`config.mk`:
```
export PLATFORM = sky130hd
export DESIGN_NAME = fsk_cd_qual
export DESIGN_NICKNAME = d
export VERILOG_FILES = /design/src/rtl/cdq_pkg.sv /design/src/rtl/cdq_run_timer.sv /design/src/rtl/cdq_seize_qual.sv /design/src/rtl/fsk_cd_qual.sv
export SDC_FILE = /design/constraint.sdc
export NUM_CORES = 1
export LEC_CHECK = 0
export ABC_AREA = 0
export CAP_MARGIN = 20
export CORE_MARGIN = 2
export CORE_UTILIZATION = 40
export DETAILED_ROUTE_END_ITERATION = 8
export PLACE_DENSITY = 0.63
export RECOVER_POWER = 25
export SYNTH_ARGS = -nofsm -noshare
export SYNTH_HDL_FRONTEND = slang
export SYNTH_SLANG_ARGS = --single-unit
```
`constraint.sdc`:
```
create_clock -name clk -period 3.8 [get_ports clk]
set_clock_uncertainty 0.15 [all_clocks]
set_input_delay 0.76 -clock clk [delete_from_list [all_inputs] [get_ports clk]]
set_output_delay 0.76 -clock clk [all_outputs]
set_load 0.01 [all_outputs]
```
`src/rtl/cdq_pkg.sv`:
```
package cdq_pkg;
    typedef enum logic [1:0] {
        CD_WAIT  = 2'd0,
        CD_SEIZE = 2'd1,
        CD_HOLD  = 2'd2
    } cd_state_e;

    typedef struct packed {
        cd_state_e state;
        logic      irq;
        logic      cause;
    } cd_regs_t;
endpackage

```
`src/rtl/cdq_run_timer.sv`:
```
module cdq_run_timer #(
    parameter int LIM = 16
) (
    input  logic clk,
    input  logic rst_n,
    input  logic run,
    output logic hit
);
    localparam int W = (LIM < 2) ? 1 : $clog2(LIM + 1);

    logic [W-1:0] cnt_d, cnt_q;

    always_comb begin
        hit   = run && (cnt_q == W'(LIM - 1));
        cnt_d = (run && !hit) ? cnt_q + 1'b1 : '0;
    end

    always_ff @(posedge clk or negedge rst_n) begin
        if (!rst_n) cnt_q <= '0;
        else        cnt_q <= cnt_d;
    end
endmodule

```
`src/rtl/cdq_seize_qual.sv`:
```
module cdq_seize_qual #(
    parameter int BIT_CYC    = 833,
    parameter int SEIZE_BITS = 10
) (
    input  logic clk,
    input  logic rst_n,
    input  logic active,
    input  logic rx_bit,
    output logic done
);
    localparam int TW = (BIT_CYC < 2) ? 1 : $clog2(BIT_CYC + 1);
    localparam int NW = (SEIZE_BITS < 2) ? 1 : $clog2(SEIZE_BITS + 1);

    typedef struct packed {
        logic [TW-1:0] tick;
        logic          ref_bit;
        logic [NW-1:0] nbits;
    } sq_regs_t;

    sq_regs_t r_d, r_q;
    logic     tick_now;
    logic     toggled;

    always_comb begin
        r_d      = r_q;
        tick_now = active && (r_q.tick == TW'(BIT_CYC - 1));
        toggled  = (rx_bit != r_q.ref_bit);
        done     = tick_now && toggled && (r_q.nbits == NW'(SEIZE_BITS - 1));
        if (!active) begin
            r_d.tick    = '0;
            r_d.ref_bit = rx_bit;
            r_d.nbits   = '0;
        end else if (tick_now) begin
            r_d.tick    = '0;
            r_d.ref_bit = rx_bit;
            r_d.nbits   = (toggled && !done) ? r_q.nbits + 1'b1 : '0;
        end else begin
            r_d.tick = r_q.tick + 1'b1;
        end
    end

    always_ff @(posedge clk or negedge rst_n) begin
        if (!rst_n) r_q <= '0;
        else        r_q <= r_d;
    end
endmodule

```
`src/rtl/fsk_cd_qual.sv`:
```
module fsk_cd_qual #(
    parameter int ON_CYC     = 26400,
    parameter int OFF_CYC    = 8800,
    parameter int BIT_CYC    = 833,
    parameter int SEIZE_BITS = 10
) (
    input  logic clk,
    input  logic rst_n,
    input  logic lvl_raw,
    input  logic rx_bit,
    input  logic mode_improved,
    input  logic mode_offhook,
    input  logic demod_en_cmd,
    input  logic irq_ack,
    output logic carrier_o,
    output logic irq_o,
    output logic evt_cause_o,
    output logic demod_en_o,
    output logic demod_bit_o
);
    import cdq_pkg::*;

    cd_regs_t r_d, r_q;
    logic     on_hit, off_hit, seize_done;
    logic     ev_conf, ev_loss;

    cdq_run_timer #(.LIM(ON_CYC)) u_on_tmr (
        .clk(clk), .rst_n(rst_n),
        .run(r_q.state == CD_WAIT && lvl_raw),
        .hit(on_hit)
    );

    cdq_run_timer #(.LIM(OFF_CYC)) u_off_tmr (
        .clk(clk), .rst_n(rst_n),
        .run(r_q.state == CD_HOLD && !lvl_raw),
        .hit(off_hit)
    );

    cdq_seize_qual #(.BIT_CYC(BIT_CYC), .SEIZE_BITS(SEIZE_BITS)) u_seize (
        .clk(clk), .rst_n(rst_n),
        .active(r_q.state == CD_SEIZE),
        .rx_bit(rx_bit),
        .done(seize_done)
    );

    always_comb begin
        r_d     = r_q;
        ev_conf = 1'b0;
        ev_loss = 1'b0;
        case (r_q.state)
            CD_WAIT: if (on_hit) begin
                if (mode_improved && !mode_offhook) begin
                    r_d.state = CD_SEIZE;
                end else begin
                    r_d.state = CD_HOLD;
                    ev_conf   = 1'b1;
                end
            end
            CD_SEIZE: if (!lvl_raw) begin
                r_d.state = CD_WAIT;
            end else if (seize_done) begin
                r_d.state = CD_HOLD;
                ev_conf   = 1'b1;
            end
            CD_HOLD: if (off_hit) begin
                r_d.state = CD_WAIT;
                ev_loss   = 1'b1;
            end
            default: r_d.state = CD_WAIT;
        endcase
        if (ev_conf || ev_loss) begin
            r_d.irq   = 1'b1;
            r_d.cause = ev_conf;
        end else if (irq_ack) begin
            r_d.irq = 1'b0;
        end
    end

    always_ff @(posedge clk or negedge rst_n) begin
        if (!rst_n) r_q <= '{state: CD_WAIT, irq: 1'b0, cause: 1'b0};
        else        r_q <= r_d;
    end

    assign carrier_o   = (r_q.state == CD_HOLD);
    assign irq_o       = r_q.irq;
    assign evt_cause_o = r_q.cause;
    assign demod_en_o  = demod_en_cmd && (r_q.state != CD_WAIT);
    assign demod_bit_o = demod_en_o ? rx_bit : 1'b1;
endmodule

```
## Word level (Yosys, flattened, before mapping)

Cells that the tools add are included.

| word-level totals | value |
|---|---|
| register bits | 48 |
| input bits | 8 |
| output and inout bits | 5 |
| word-level logic and storage cells | 67 |

| cells by class | value |
|---|---|
| $add $sub $neg | 4 |
| equality and inequality tests | 11 |
| mux-type cells | 22 |
| reductions and logical operators | 22 |

Operator list:

| cell | number |
|---|---|
| two-way mux 15 bit | 2 |
| adder 15 x 1 -> 15 bit (second input constant) | 1 |
| == test 15 bit (second input constant) | 1 |
| adder 14 x 1 -> 14 bit (second input constant) | 1 |
| == test 14 bit (second input constant) | 1 |
| two-way mux 14 bit | 1 |
| logical AND 1 bit | 12 |
| adder 10 x 1 -> 10 bit (second input constant) | 1 |
| == test 10 bit (second input constant) | 1 |
| two-way mux 10 bit | 1 |
| two-way mux 2 bit | 5 |
| two-way mux 1 bit | 9 |
| one-hot mux 2 bit (3 select lines) | 1 |
| logical NOT 1 bit | 5 |
| two-way mux 5 bit | 1 |
| adder 4 x 1 -> 4 bit (second input constant) | 1 |
| == test 4 bit (second input constant) | 1 |
| two-way mux 4 bit | 1 |
| inequality test 2 bit (second input constant) | 2 |
| nonzero test 2 bit | 2 |
| inequality test 3 bit (second input constant) | 1 |
| AND reduction 3 bit | 1 |
| == test 2 x 1 -> 1 bit (second input constant) | 1 |
| == test 2 bit (second input constant) | 1 |
| other kinds (5) | 5 |

## Longest topological paths before layout

Gate-level depths: netlist of run 1.

| depth | value |
|---|---|
| word-level depth | 9 |
| mapped depth | 7 |
| gate-level depth less buffers | 6 |

## Cells and area by module

From an unflattened synthesis of run 1, not the netlist that was laid out.

| unflattened totals | value |
|---|---|
| cells, all modules | 244 |
| area, all modules | 2459.9 um^2 |

Modules (own cells, without submodules):

| module | instances | cells each | area an instance (um^2) | seq. area each (um^2) |
|---|---|---|---|---|
| cdq_seize_qual | 1 | 73 | 774.5 | 375.4 |
| cdq_run_timer (u_on_tmr) | 1 | 75 | 742.0 | 375.4 |
| cdq_run_timer (u_off_tmr) | 1 | 72 | 719.4 | 350.3 |
| fsk_cd_qual | 1 | 24 | 224.0 | 100.1 |

## Least setup slack after synthesis of run 1

Ideal clock, no wire load.

| path | value |
|---|---|
| path type | input-to-output |
| start point | input port demod_en_cmd |
| end point | output port demod_bit_o |
| arrival time | 1.133 ns |
| data required time | 2.890 ns |
| setup slack | 1.757 ns |
| stages on the path | 2 |
| buffers on the path | 0 |
| cell sequence | nor2b_1 > nand2b_1 |

| between the ends | value |
|---|---|
| longest elaborated chain between the ends | 2 |

RTL lines:

| item | line | text |
|---|---|---|
| from (decl) | fsk_cd_qual.sv:13 | `input logic demod_en_cmd,` |
| logical AND 1 bit | fsk_cd_qual.sv:87 | `assign demod_en_o = demod_en_cmd && (r_q.state != CD_WAIT);` |
| two-way mux 1 bit | fsk_cd_qual.sv:88 | `assign demod_bit_o = demod_en_o ? rx_bit : 1'b1;` |
| to (decl) | fsk_cd_qual.sv:19 | `output logic demod_bit_o` |

No other way between the ends.

## Worst setup path after layout of run 1

| path | value |
|---|---|
| start point | input port demod_en_cmd |
| end point | output port demod_en_o |

| between the ends | value |
|---|---|
| longest elaborated chain between the ends | 1 |

RTL lines:

| item | line | text |
|---|---|---|
| logical AND 1 bit | fsk_cd_qual.sv:87 |  |
| to (decl) | fsk_cd_qual.sv:18 | `output logic demod_en_o,` |

No other way between the ends.

==> impl.org, run 1 <==
** Synthesis
- Distinct cells, synth :: 40
- Counting every instance in the synthesized netlist gives about 250.
- Net count of the mapped netlist :: 261
- #FFs+latches synth :: 48
- Mean Syn Cell Area :: 9.782 sq um
- Summing the sequential cell areas from Yosys gives between 40% and 50% of the chip area.
- Count of yosys warnings during synthesis :: 0
- Synthesized area :: 2416 sq um

** Drt
- Vias post-DR :: around 1,800
- DRC viols :: 0
- Via count normalized by instance count :: between 5 and 6
- After the first detailed-routing iteration, the DRC count stood at 66.
- For this block, the routed nets add up to just over 4 mm of wire.
- In the final routed layout, each cell accounts on average for 12.22 microns.
- Remaining antenna violation count after routing :: 0
- For this run, the detailed router's first-pass iteration total came to 4.

** Place
- Post-Place Cell Area :: 2620 sq um
- Routability-driven placement finished with a final weighted congestion of 0.7863.
- In this run the tool buffered the top-level ports with 12 buffer cells.
- DP Worst Slack :: between 0.9 and 1 ns
- Once detailed placement completed, the half-perimeter wirelength came to 3.009 mm.

** Critical path
- The worst setup path is of the primary input to primary output kind.
- Worst R2R Setup Slack :: 1.51 ns
- Worst EP required :: between 2 and 3 ns
- STA classifies the critical path startpoint as a primary input.
- Along the worst path, the maximum fanout reaches 2.
- Worst r2r src :: u_on_tmr.cnt_q[0]
- Depth of the worst register-to-register path :: 5
- The critical path starts at demod_en_cmd.
- Following the worst setup path forward leads to its endpoint at demod_en_o.
- STA classifies the critical path endpoint as a primary output.
- R2R Path End :: u_on_tmr.cnt_q[7]
- WP data arrival :: 1.92 ns

** Timing
- Final critical path time including I/O delays and setup :: ~2.8 ns
- Worst slew margin :: 3.341%
- Number of slew-limit violations in the final report :: 0
- Sum of negative setup slack :: 0 ns
- For the pin with the worst max-slew slack, the measured transition is 1.450 ns.
- Share of the cycle needed by the critical path after routing :: approximately 74%
- Setup repair after global routing left no endpoint under its margin.
- The hold violation total from the final report was 0.
- Setup violations remaining at the end of the flow were counted as 0.
- Least setup slack across all paths after layout :: 0.9704 ns
- The tightest hold path in the finished design has a slack of around 0.34 ns.
- Based on the critical path, the design can be clocked at up to about 350 MHz.

** Power
- Largest voltage drop on the vdd net :: around 220 uV
- Power spread over the standard cell area amounts to between 300 and 400 nW/um^2.
- Internal power component :: ~760 uW
- The share of total power dissipated in combinational logic is roughly 3%.
- The design draws 943.7 uW.
- P_sw :: approximately 190 uW
- The clock network burns 42.2% of the power.
- Net switching fraction of the power :: a little under 20%
- Leakage :: 1.106 nW
- Portion of total power attributed to sequential cells :: 54.8%

** Finish
- For this run, the post-layout net count is between 200 and 300.
- Area used by multi-input combinational logic :: around 1200 sq um
- The repair_antennas step left the layout with diodes totalling 0.
- Count of fill cells added during filler insertion :: 570
- Most frequent cells in the layout :: dfrtp_1 (48), nor2_1 (43), nand2_1 (19), xnor2_1 (17)
- Area occupied by registers :: roughly 1200 sq um
- Summed area of non-filler cells in the final layout :: ~2700 sq um
- The library cell used most frequently in the layout, excluding fill and tap cells, is dfrtp_1.
- Of the cells placed in the final design, the portion with a size suffix greater than 1 is 4.528%.
- Area grow syn2layout :: 13.62%

** Status
- The flow ran to the end, and the final reports show no timing, DRC or antenna violations.

** Global route
- Wire length of the first global-routing pass :: 7.776 mm
- Total congestion overflow after global routing :: 0
- Global routing used 14.91% of the available tracks across all layers.
- The number of global-route vias before repair is ~1,700.
- Pin count of the biggest net entering global routing :: 29
- Antenna violations before repair :: 0

** Die
- Starting utilization of the core area :: 41.05%
- Core region area :: slightly below 6000 sq um
- Measured along the y axis, the die boundary spans 81.72 microns.
- Top-level I/O count :: 13
- The die is ~82 microns wide.
- Core Rows :: 28
- Area enclosed by the die boundary :: roughly 6700 sq um

** Job
- Max-cap violations in this run came to 0.

** Clocking
- After clock tree synthesis, the clock-pin slew on the worst setup and hold paths is 0.08 ns.
- H-tree levels :: 2
- Hold-fix buffers, CTS :: 0
- The longest clock path from root to sink contains 2 buffers.
- Number of gates resized after cts :: 0
- Buffers added to address setup during post-CTS repair amount to 0.
- CTS buffer count :: 5
- TritonCTS clock tree :: built
- CTS Root Cell :: clkbuf_8
- Clock network latency to the later pin of the worst-skew pair :: 0.30 ns
- The clock drives 48 sinks.

** Hold path
- Class of the tightest hold or removal check :: register to register
## worst min-delay path by stage
stage / from / to / slack [ns] / cells past startpoint
final: u_off_tmr.cnt_q[0] / u_off_tmr.cnt_q[0] / 0.34 / 1
after detailed placement: u_off_tmr.cnt_q[0] / u_off_tmr.cnt_q[0] / 0.33 / 1
after floorplan: u_off_tmr.cnt_q[0] / u_off_tmr.cnt_q[0] / 0.30 / 1
after global placement: u_seize.r_q[4] / u_seize.r_q[4] / 0.33 / 2
after global routing: u_off_tmr.cnt_q[0] / u_off_tmr.cnt_q[0] / 0.37 / 1
after CTS: rst_n / u_seize.r_q[9] / 0.34 / 1
## synth_stat cells
library cell	instances	area [sq um]
or2_2	1	6.260
nand4_1	10	62.56
and3b_1	1	8.760
xor2_1	16	140.1
nand4bb_4	1	27.53
nor4b_1	2	17.52
a211o_1	1	8.760
and3_1	2	12.51
o22ai_1	2	12.51
o21ai_0	5	25.02
xnor2_1	17	148.9
dfrtp_1	48	1201
a41oi_1	1	8.760
nand4b_1	1	8.760
and4_1	3	26.28
o31ai_1	1	7.510
and4b_1	1	10.01
a41o_1	1	10.01
or4_4	1	11.26
nor3_1	6	30.03
buf_2	1	5.000
clkbuf_1	2	7.510
or3b_1	1	8.760
nor4_1	4	25.02
nor2_1	43	161.4
nand2_1	19	71.32
nand3_1	16	80.08
or3_1	3	18.77
and2_1	2	12.51
inv_1	10	37.54
a21o_1	1	7.510
nor3b_1	2	15.01
nand2b_1	5	31.28
ha_1	6	75.07
a21oi_1	2	10.01
nand3b_1	3	22.52
nor2b_1	3	18.77
o211ai_1	1	7.510
o21bai_1	1	7.510
a2bb2oi_1	1	8.760
## power by group through the flow
stage          logic [mW]  clock network [mW]  registers, mW
6_report           0.0282               0.399          0.517
2_1_floorplan     0.00944                   0          0.527
3_5_place_dp       0.0298                   0          0.527
5_1_grt            0.0339               0.433          0.518
4_1_cts            0.0300               0.410          0.517
3_3_place_gp       0.0298                   0          0.527
## cell families after synthesis
kind of cell	Yosys count	share of synthesized area, %
AOI/OAI and AO/OA	17	4.713
xor gates and xnor gates	33	11.96
adders and majority gates	6	3.107
buffers and inverters	13	2.072
DFF	48	49.72
and+or+nand+nor	130	28.43
## critical path, cell delays in order
cell	delay, ns
clkdlybuf4s50_1	0.45
nor2b_1	0.15
clkdlybuf4s50_1	0.56
## registers in the layout, indices dropped and copies added, names as in the netlist
signal / cells
evt_cause_o: 1
irq_o: 1
u_seize.r_q: 15
u_off_tmr.cnt_q: 14
u_on_tmr.cnt_q: 15
r_q: 2
## layer usage
layer / track usage [%] / share of wire, % / vias up
met3: 3.077 / 4.0 / 5
met1: 20.72 / 49 / 860
met5: 0 / 0 / -
met2: 23.25 / 45 / 33
met4: 5.000 / 1.2 / 0
li1: - / - / 882
## per-stage QoR
stage | util [%] | instances
floorplan | - | 247
global placement | 44.52 | 332
detailed placement | 44.52 | 332
CTS | 46.66 | 340
global route | 46.64 | 340
finish | 46.64 | 340
## final cells by class
class	count	area share, %
clock buffer	7	3.510
clock inverter	1	1.094
inverter	10	1.367
multi-input combinational	186	42.43
sequential	48	43.76
tap	75	3.418
timing repair buffer	13	4.421
Note: power is estimated with default switching activity, not from simulation.
==> run 2: changes to the inputs <==
clock period = 2.7 ns   (was 3.8 ns; I/O delays follow)
==> run 2 against run 1 <==
Clock-buffer cell count shrank 1; sequential share of layout area grew 0.38 points; combinational power grew 41%; core utilization shrank 0.40 points; via count shrank 2.4%; wire length grew 0.99%; register-to-register slack lost 0.94 ns; non-clock buffer count grew 1; final area shrank 0.87%; flip-flop and latch count is the same; clock power grew 12%; critical path type unchanged; critical endpoint unchanged; largest cell class unchanged; highest routed layer unchanged.
==> impl.org, run 2 (synthesis gave the netlist of run 1 again) <==
** Status
- Outcome :: completed

** Drt
- Summing over every cut layer, the via total after detailed routing is 1,738.
- After detailed routing, the number of remaining DRC violations is 0.
- Via count normalized by instance count :: 5.097
- Initial drt markers :: 64
- The first detailed-routing pass took 4 iterations.
- Remaining antenna violation count after routing :: 0
- After detailed routing, the average wire length per cell comes to 12.30 microns.
- Post-detailed-routing wire length :: around 4.2 mm

** Critical path
- Largest fanout of any net on the critical path :: 2
- STA puts the critical path data required time at between 2 and 2.5 ns.
- Setup slack on the worst reg-to-reg path comes out at 0.57 ns.
- Element type at the critical path end :: primary output
- Type of the worst setup path :: primary input to primary output
- At the worst endpoint, the arrival time is 1.71 ns.
- The worst setup path is launched from a primary input.

** Finish
- The post-route netlist has 5.263% of its cells at a drive strength greater than 1.
- From synthesis to final layout, the design area changed by 12.64%.
- At the end of the flow the core is filled with cells to 46.24%.
- In the layout the commonest cells are dfrtp_1 (48), nor2_1 (43), nand2_1 (19), xnor2_1 (17).
- Diodes inserted :: 0
- The library cell used most frequently in the layout, excluding fill and tap cells, is dfrtp_1.
- In the final layout, the registers with the most flip-flops are u_on_tmr.cnt_q (15), u_seize.r_q (15), u_off_tmr.cnt_q (14).
- Number of nets in the layout :: 279

** Timing
- Setup violations remaining at the end of the flow were counted as 0.
- The count of pins over their slew limit came to 0.
- Share of the cycle needed by the critical path after routing :: 88.92%
- At the pin with the least slew margin, the transition time is 1.168 ns.
- Timing would allow up to 416.5 MHz.
- Setup repair after global routing left no endpoint under its margin.
- Hold violation total from the final report :: 0
- The worst pin sits at a relative slew slack of 22.14%.
- Adding up every negative setup slack in the final design gives 0 ns.
- The smallest clock period supported by the final layout is computed as 2.401 ns.

** Die
- Top-level I/O count :: 13
- The initialized floorplan defines 28 standard-cell rows.
- Starting utilization of the core area :: 41.05%
- In this run the vertical extent of the chip is between 80 and 90 microns.
- Core region area :: 5886 sq um
- The die covers around 6700 sq um.
- The die is 81.72 microns wide.

** Place
- Post-detail-place hpwl :: ~3.0 mm
- Number of input and output port buffers inserted :: 12
- Routability-driven placement finished with a final weighted congestion of 0.7448.

** Clocking
- The clock passes through at most 2 buffers.
- H-tree levels :: 2
- Post-CTS setup-driven buffer insertion count :: 0
- Hold-fix buffers, CTS :: 0
- The number of clock buffers added by TritonCTS is 5.
- Clock net sink count :: 48
- Number of gates resized after cts :: 0
- CTS Root Cell :: clkbuf_8
- TritonCTS built the clock tree.
- Register clock-pin slew on the reported worst setup and hold paths :: 0.09 ns
- Clock latency on the worst-skew pair, taken at its later pin, is 0.30 ns.

** Global route
- Global routing used 14.39% of the available tracks across all layers.
- The first global-routing pass estimated 7.424 mm of wire.
- Total congestion overflow after global routing :: 0
- Antenna violations before repair :: 0
- Entering global routing, the biggest net connects 49 pins.
- Number of global-route vias before repair :: around 1,700

** Hold path
- The tightest min-delay check is of the register to register type.

** Job
- Max-cap violations in this run came to 0.

** Power
- Across the VDD grid, the largest voltage drop is 267.5 uV.
- The analysis attributes to cell leakage a power of 1.099 nW.
- For this design the ratio of total power to cell area is 446.7 nW/um^2.
- The completed layout was analyzed and its total power is 1.216 mW.
-- run 2: cell type report --
type	count	area, sq um
clock inverters	2	13.76
multi-input cells	186	1165
repair buffers	14	127.6
well taps	75	93.84
fillers	555	3164
flip-flops and latches	48	1201
inverters	10	37.54
clock buffers	6	82.58
-- run 2: power by group --
part | total (mW) | internal [mW] | leakage, nW | switching, mW
logic | 0.0397 | 0.0147 | 0.382 | 0.0250
clock network | 0.448 | 0.210 | 0.0516 | 0.238
registers | 0.728 | 0.723 | 0.666 | 0.00527
total | 1.22 | 0.947 | 1.10 | 0.269
-- run 2: layer usage --
layer / track usage (%) / vias up / share of wire, %
li1: - / 885 / -
met5: 0 / - / 0
met2: 23.17 / 19 / 47
met3: 3.297 / 2 / 2.3
met1: 19.07 / 832 / 50
met4: 5.000 / 0 / 0.69
-- run 2: critical path: stages --
cell and delay, ns:
clkdlybuf4s50_1 0.45, nor2b_1 0.16, clkdlybuf4s50_1 0.56
-- run 2: worst paths after layout --
kind | startpoint | end | cells past startpoint
hold / removal | u_off_tmr.cnt_q[0] | u_off_tmr.cnt_q[0] | 1
setup / recovery | demod_en_cmd | demod_en_o | 3
min in group asynchronous | rst_n | u_seize.r_q[9] | 2
max in group asynchronous | rst_n | u_on_tmr.cnt_q[12] | 2
hold reg to reg | u_off_tmr.cnt_q[0] | u_off_tmr.cnt_q[0] | 1
setup reg to reg | u_on_tmr.cnt_q[5] | u_on_tmr.cnt_q[5] | 4
-- run 2: per-stage QoR --
stage               instance area [sq um]  hold slack (ns)  instances  setup slack (ns)
detailed placement                   2640           0.3318        333            0.2897
CTS                                  2736          0.06760        341            0.2776
global placement                     2640           0.3262        333            0.3255
global route                         2721           0.3676        341            0.2117
finish                               2721           0.3423        341            0.2991
floorplan                            2416          0.09441        247            0.6656
